**src/rtl/hwflow_pkg.sv**
```systemverilog
package hwflow_pkg;
    typedef enum logic [1:0] {RTS_SW, RTS_ON, RTS_OFF} rts_state_e;
    typedef enum logic [1:0] {IRQ_ARMED, IRQ_PEND, IRQ_SPENT} irq_state_e;
    typedef enum logic [1:0] {TX_OPEN, TX_DRAIN, TX_HOLD} tx_state_e;
endpackage

```
**src/rtl/cts_sync.sv**
```systemverilog
module cts_sync #(
    parameter int    STAGES  = 2,
    parameter logic  RST_VAL = 1'b1
) (
    input  logic clk,
    input  logic rst_n,
    input  logic din,
    output logic dout
);
    logic [STAGES-1:0] stage_q;

    generate
        for (genvar i = 0; i < STAGES; i++) begin : g_stage
            always_ff @(posedge clk or negedge rst_n) begin
                if (!rst_n)
                    stage_q[i] <= RST_VAL;
                else if (i == 0)
                    stage_q[i] <= din;
                else
                    stage_q[i] <= stage_q[(i == 0) ? 0 : i-1];
            end
        end
    endgenerate

    assign dout = stage_q[STAGES-1];
endmodule

```
**src/rtl/rts_fsm.sv**
```systemverilog
module rts_fsm
    import hwflow_pkg::*;
#(
    parameter int DEPTH = 64,
    parameter int CNT_W = 7
) (
    input  logic             clk,
    input  logic             rst_n,
    input  logic             auto_en,
    input  logic             sw_rts,
    input  logic [CNT_W-1:0] trig_lvl,
    input  logic [CNT_W-1:0] hyst_hi,
    input  logic [CNT_W-1:0] hyst_lo,
    input  logic [CNT_W-1:0] rx_count,
    output logic             rts_n
);
    rts_state_e state, state_nx;
    logic       auto_live;

    assign auto_live = auto_en && sw_rts;

    always_ff @(posedge clk or negedge rst_n) begin
        if (!rst_n) state <= RTS_SW;
        else        state <= state_nx;
    end

    always_comb begin
        state_nx = state;
        if (!auto_live) begin
            state_nx = RTS_SW;
        end else begin
            unique case (state)
                RTS_SW:  state_nx = RTS_ON;
                RTS_ON:  if (rx_count >= hyst_hi) state_nx = RTS_OFF;
                RTS_OFF: if (rx_count < hyst_lo)  state_nx = RTS_ON;
                default: state_nx = RTS_SW;
            endcase
        end
    end

    always_comb begin
        unique case (state)
            RTS_SW:  rts_n = !sw_rts;
            RTS_ON:  rts_n = 1'b0;
            RTS_OFF: rts_n = 1'b1;
            default: rts_n = 1'b1;
        endcase
    end


    upper_deassert_chk: assert property (@(posedge clk) disable iff (!rst_n)
        (state == RTS_ON && auto_live && rx_count >= hyst_hi) |=> rts_n);

    lower_reassert_chk: assert property (@(posedge clk) disable iff (!rst_n)
        (state == RTS_OFF && auto_live && rx_count < hyst_lo) |=> !rts_n);

    band_hold_chk: assert property (@(posedge clk) disable iff (!rst_n)
        (state == RTS_OFF && auto_live && rx_count >= hyst_lo) |=> rts_n);

    manual_follow_chk: assert property (@(posedge clk) disable iff (!rst_n)
        (!auto_en && $past(!auto_en)) |-> (rts_n == !sw_rts));

    thresh_order_chk: assert property (@(posedge clk) disable iff (!rst_n)
        auto_en |-> (hyst_lo < trig_lvl && trig_lvl <= hyst_hi &&
                     hyst_hi <= CNT_W'(DEPTH)));
endmodule

```
**src/rtl/irq_fsm.sv**
```systemverilog
module irq_fsm
    import hwflow_pkg::*;
#(
    parameter int CNT_W = 7
) (
    input  logic             clk,
    input  logic             rst_n,
    input  logic             auto_en,
    input  logic             irq_clr,
    input  logic [CNT_W-1:0] trig_lvl,
    input  logic [CNT_W-1:0] rx_count,
    output logic             irq
);
    irq_state_e state, state_nx;
    logic       at_trig;

    assign at_trig = (rx_count >= trig_lvl);

    always_ff @(posedge clk or negedge rst_n) begin
        if (!rst_n) state <= IRQ_ARMED;
        else        state <= state_nx;
    end

    always_comb begin
        state_nx = state;
        unique case (state)
            IRQ_ARMED: if (auto_en && at_trig) state_nx = IRQ_PEND;
            IRQ_PEND: begin
                if (!at_trig)     state_nx = IRQ_ARMED;
                else if (irq_clr) state_nx = IRQ_SPENT;
            end
            IRQ_SPENT: if (!at_trig) state_nx = IRQ_ARMED;
            default:   state_nx = IRQ_ARMED;
        endcase
    end

    always_comb begin
        unique case (state)
            IRQ_PEND: irq = 1'b1;
            default:  irq = 1'b0;
        endcase
    end


    raise_chk: assert property (@(posedge clk) disable iff (!rst_n)
        (state == IRQ_ARMED && auto_en && at_trig) |=> irq);

    clr_drop_chk: assert property (@(posedge clk) disable iff (!rst_n)
        (irq && irq_clr) |=> !irq);

    level_drop_chk: assert property (@(posedge clk) disable iff (!rst_n)
        (irq && !at_trig) |=> !irq);
endmodule

```
**src/rtl/tx_gate_fsm.sv**
```systemverilog
module tx_gate_fsm
    import hwflow_pkg::*;
(
    input  logic clk,
    input  logic rst_n,
    input  logic auto_en,
    input  logic cts_n_sync,
    input  logic tx_idle,
    output logic tx_allow
);
    tx_state_e state, state_nx;
    logic      blocked;

    assign blocked = auto_en && cts_n_sync;

    always_ff @(posedge clk or negedge rst_n) begin
        if (!rst_n) state <= TX_OPEN;
        else        state <= state_nx;
    end

    always_comb begin
        state_nx = state;
        unique case (state)
            TX_OPEN:  if (blocked) state_nx = tx_idle ? TX_HOLD : TX_DRAIN;
            TX_DRAIN: begin
                if (!blocked)    state_nx = TX_OPEN;
                else if (tx_idle) state_nx = TX_HOLD;
            end
            TX_HOLD:  if (!blocked) state_nx = TX_OPEN;
            default:  state_nx = TX_OPEN;
        endcase
    end

    always_comb begin
        unique case (state)
            TX_OPEN:  tx_allow = !blocked || !tx_idle;
            TX_DRAIN: tx_allow = !blocked || !tx_idle;
            TX_HOLD:  tx_allow = !blocked;
            default:  tx_allow = 1'b1;
        endcase
    end


    no_abort_chk: assert property (@(posedge clk) disable iff (!rst_n)
        (!tx_idle && $past(!tx_idle) && $past(tx_allow)) |-> tx_allow);

    drain_exit_chk: assert property (@(posedge clk) disable iff (!rst_n)
        (state == TX_DRAIN && tx_idle && blocked) |=> (state == TX_HOLD));
endmodule

```
**src/rtl/uart_hwflow.sv**
```systemverilog
module uart_hwflow #(
    parameter int FIFO_DEPTH  = 64,
    parameter int SYNC_STAGES = 2,
    localparam int CNT_W      = $clog2(FIFO_DEPTH + 1)
) (
    input  logic             clk,
    input  logic             rst_n,
    input  logic             auto_rts_en,
    input  logic             auto_cts_en,
    input  logic             sw_rts,
    input  logic [CNT_W-1:0] trig_lvl,
    input  logic [CNT_W-1:0] hyst_hi,
    input  logic [CNT_W-1:0] hyst_lo,
    input  logic [CNT_W-1:0] rx_count,
    input  logic             irq_clr,
    input  logic             cts_n,
    input  logic             tx_idle,
    output logic             rts_n,
    output logic             tx_allow,
    output logic             irq
);
    logic cts_n_s;

    cts_sync #(.STAGES(SYNC_STAGES), .RST_VAL(1'b1)) u_sync (
        .clk(clk), .rst_n(rst_n), .din(cts_n), .dout(cts_n_s)
    );

    rts_fsm #(.DEPTH(FIFO_DEPTH), .CNT_W(CNT_W)) u_rts (
        .clk(clk), .rst_n(rst_n), .auto_en(auto_rts_en), .sw_rts(sw_rts),
        .trig_lvl(trig_lvl), .hyst_hi(hyst_hi), .hyst_lo(hyst_lo),
        .rx_count(rx_count), .rts_n(rts_n)
    );

    irq_fsm #(.CNT_W(CNT_W)) u_irq (
        .clk(clk), .rst_n(rst_n), .auto_en(auto_rts_en), .irq_clr(irq_clr),
        .trig_lvl(trig_lvl), .rx_count(rx_count), .irq(irq)
    );

    tx_gate_fsm u_tx (
        .clk(clk), .rst_n(rst_n), .auto_en(auto_cts_en), .cts_n_sync(cts_n_s),
        .tx_idle(tx_idle), .tx_allow(tx_allow)
    );
endmodule

```
**config.mk**
```make
export PLATFORM = sky130hd
export DESIGN_NAME = uart_hwflow
export DESIGN_NICKNAME = d
export VERILOG_FILES = /design/src/rtl/hwflow_pkg.sv /design/src/rtl/cts_sync.sv /design/src/rtl/rts_fsm.sv /design/src/rtl/irq_fsm.sv /design/src/rtl/tx_gate_fsm.sv /design/src/rtl/uart_hwflow.sv
export SDC_FILE = /design/constraint.sdc
export NUM_CORES = 1
export LEC_CHECK = 0
export BUFFER_PORTS_ARGS = -buffer_cell sky130_fd_sc_hd__buf_4
export CAP_MARGIN = 10
export CORE_MARGIN = 4
export CORE_UTILIZATION = 46
export CTS_CLUSTER_DIAMETER = 150
export DETAILED_ROUTE_END_ITERATION = 10
export PLACE_DENSITY = 0.79
export SYNTH_ARGS = -nofsm -noshare
export SYNTH_HDL_FRONTEND = slang
export SYNTH_HIERARCHICAL = 1
export SYNTH_SLANG_ARGS = --single-unit
```
**constraint.sdc**
```tcl
create_clock -name clk -period 1.6 [get_ports clk]
set_input_delay 0.32 -clock clk [delete_from_list [all_inputs] [get_ports clk]]
set_output_delay 0.32 -clock clk [all_outputs]
set_load 0.005 [all_outputs]
```
==> out/metrics.cfg <==
[status]
outcome = completed

[synthesis]
syn-cell-area_um2 = 843
synth-edff-count = 0
synthFlopType = dfrtp_1
synth_common_cells = ha_1 (20), inv_1 (20), dfrtp_1 (6)
synth_top_family_by_area = adder cells
synth_area_leaders = ha_1 (30%), dfrtp_1 (18%), inv_1 (8.9%)
synth.distinct_cells = 33
synth_compound_area_frac = 0.205
yosysSeqAreaShare = 0.240
syn-num-nets = 149
async_flop_share = 1.00
yosysTopAreaCell = ha_1
syn_area_per_cell_um2 = 9.07
yosys_warnings = 6
ys_seq_elements = 8
synth_top_area_share = 0.297
synth_xor_xnor_area_share = 0.0104
synth_mux_area_frac = 0
netlist_instances = 93
yosys.area_share.adder = 0.297
yosys.area_share.simple = 0.159

[critical_path]
r2r_cells = 4
setup.worst_path.start_class = input pin
crit_cells = 6
required_ns = 1.74
regToRegEndpoint = u_rts/state[1]$_DFFE_PN0P_
startpoint = rx_count[5]
worst-setup-path-type = in -> reg
crit_chain = buf_4, ha_1, a21o_1, a2111oi_0, o21ai_1, o2111a_1
r2r-start = u_rts/state[1]$_DFFE_PN0P_
crit_buf_inv = 1
slowest_stage = a2111oi_0
slowest_delay_ns = 0.46
cp-endpoint = u_rts/state[1]$_DFFE_PN0P_
end_kind = flip-flop
crit_family = compound AO/OA/AOI/OAI gates
reg2reg_slack_ns = 0.11
worst-endpoint-arrival_ns = 1.73
crit_fanout = 3

[power]
vdd_ir_drop_max_mv = 0.342
power_leakage_nw = 0.726
p_per_area_nw_per_um2 = 531

[global_route]
grtUsageMet3 = 0.0408
grt_util_all_layers = 0.181
globalRouteOverflowTotal = 0
grt_pass1_wl_um = 3570
busiest_layer = met2
antenna_found_initial = 0
use_met1 = 0.186
grt.met2_usage = 0.359
grt_max_degree = 9
grt_pass1_vias = 909

[routing]
drc = 0
wl_per_cell_um = 12.3
viasPerCell = 4.87
ant_nets = 0
vias = 813
drt_iter0_drc = 4
dr.pass1.iters = 4
routed_wl_um = 2050

[flow_run]
cap_violations = 0

[final_layout]
layout.nets = 199
syn_to_final_growth_pct = 47.2
antenna_cells = 0
final_cell_area_um2 = 1240
final_util = 0.719
final_layout_size_suffix_gt1_frac = 0.380

[clocking]
cts_tree = built
root_buffer = clkbuf_4
cts_made_buffers = 3
cts_setup_buffers = 0
cts.clk_slew.worst_paths_ns = 0.05
clk_latency_ns = 0.26
cts_buffer_depth = 2
cts.sinks = 8
htree_levels = 1

[die]
fp.dieArea_um2 = 2580
die_h_um = 50.8
die_w_um = 50.8
rows = 15
pin_count = 39
core-area_um2 = 1730
start_util = 0.488

[timing]
maxSlewViolCount = 0
final_period_minus_worst_setup_slack_ns = 1.59
maxSlewHeadroom = 0.696
tightest_slew_ns = 0.444
timing.final.hold_violations = 0
rsz0062_at_grt = false
fin_skew_ns = 0.00808
min_period_over_period = 0.995
setup_violations = 0
timing.fmax_mhz = 628
finalSetupTns_ns = 0
worst_hold_slack_ns = 0.174

[placement]
gp_congestion = 0.843
port_buffers = 38
dpl.hpwl_um = 1820
placed_area_um2 = 1200

[hold_path]
min_path_type = in -> reg
min_from = cts_n

-- logic make-up after synthesis --
| family | count (synthesis) |
|---|---|
| buffers and inverters | 20 |
| and+or+nand+nor | 23 |
| xor gates and xnor gates | 1 |
| AOI/OAI and AO/OA | 21 |
| adders and majority gates | 20 |
| DFF | 8 |
-- registers in the layout, indices dropped and copies added (netlist names) --
| name | cells |
|---|---|
| u_rts/state | 2 |
| u_sync/dout | 1 |
| u_irq/state | 2 |
| u_sync/stage_q | 1 |
| u_tx/state | 2 |
-- timing repair --
item                                   4_1_cts  5_1_grt
endpoints found under the hold margin        6        0
hold buffers                                 1        0
gates resized for setup                      0        0
-- where the power goes --
part | switching, mW | internal, mW | leakage [nW]
sequential | 0.0164 | 0.220 | 0.101
clock | 0.0723 | 0.0956 | 0.0150
combinational | 0.103 | 0.151 | 0.610
total | 0.191 | 0.467 | 0.726
-- worst min path at each step --
stage / end / slack, ns / cells past startpoint
after floorplan: u_irq/state[0]$_DFFE_PN0P_ / 0.02 / 0
after global placement: u_tx/state[1]$_DFFE_PN0P_ / 0.14 / 1
after detailed placement: u_tx/state[0]$_DFFE_PN0P_ / 0.14 / 1
after CTS: u_sync/stage_q[0]$_DFF_PN1_ / 0.16 / 1
after global routing: u_sync/stage_q[0]$_DFF_PN1_ / 0.16 / 1
final: u_sync/stage_q[0]$_DFF_PN1_ / 0.17 / 1
-- per-stage QoR --
stage | setup WS [ns] | power (mW) | instances
floorplan | 0.0398 | 0.359 | 93
global placement | -0.0913 | 0.480 | 162
detailed placement | -0.190 | 0.493 | 162
CTS | 0.0826 | 0.670 | 167
global route | 0.0434 | 0.717 | 167
finish | 0.00841 | 0.659 | 167
-- cell type report --
class	count	area, um2
fill	152	485
inverter	20	75.1
clock buffer	4	26.3
tap	25	31.3
multi-input combinational	65	566
timing repair buffer	45	340
sequential	8	203
-- layout by cell type (no fill, tap or decap), types with 2 or more instances in the layout --
cell type	netlist	routed
a31oi_1	2	2
ha_1	20	20
buf_4	0	44
clkbuf_4	0	3
a21oi_1	2	2
dfrtp_1	6	6
nand2_1	3	3
nor3_1	2	2
o21bai_1	2	2
nor2_1	4	4
nand2b_1	3	3
nor2b_1	4	4
o21ai_0	2	2
a21o_1	2	2
dfstp_2	2	2
inv_1	20	20
-- routing by layer --
| layer | wire length (um) | vias up |
|---|---|---|
| met1 | 759 | 368 |
| li1 | - | 424 |
| met2 | 1190 | 21 |
| met5 | 0 | - |
| met4 | 0 | 0 |
| met3 | 100 | 0 |
No activity file was read; power rests on OpenSTA's default activity.
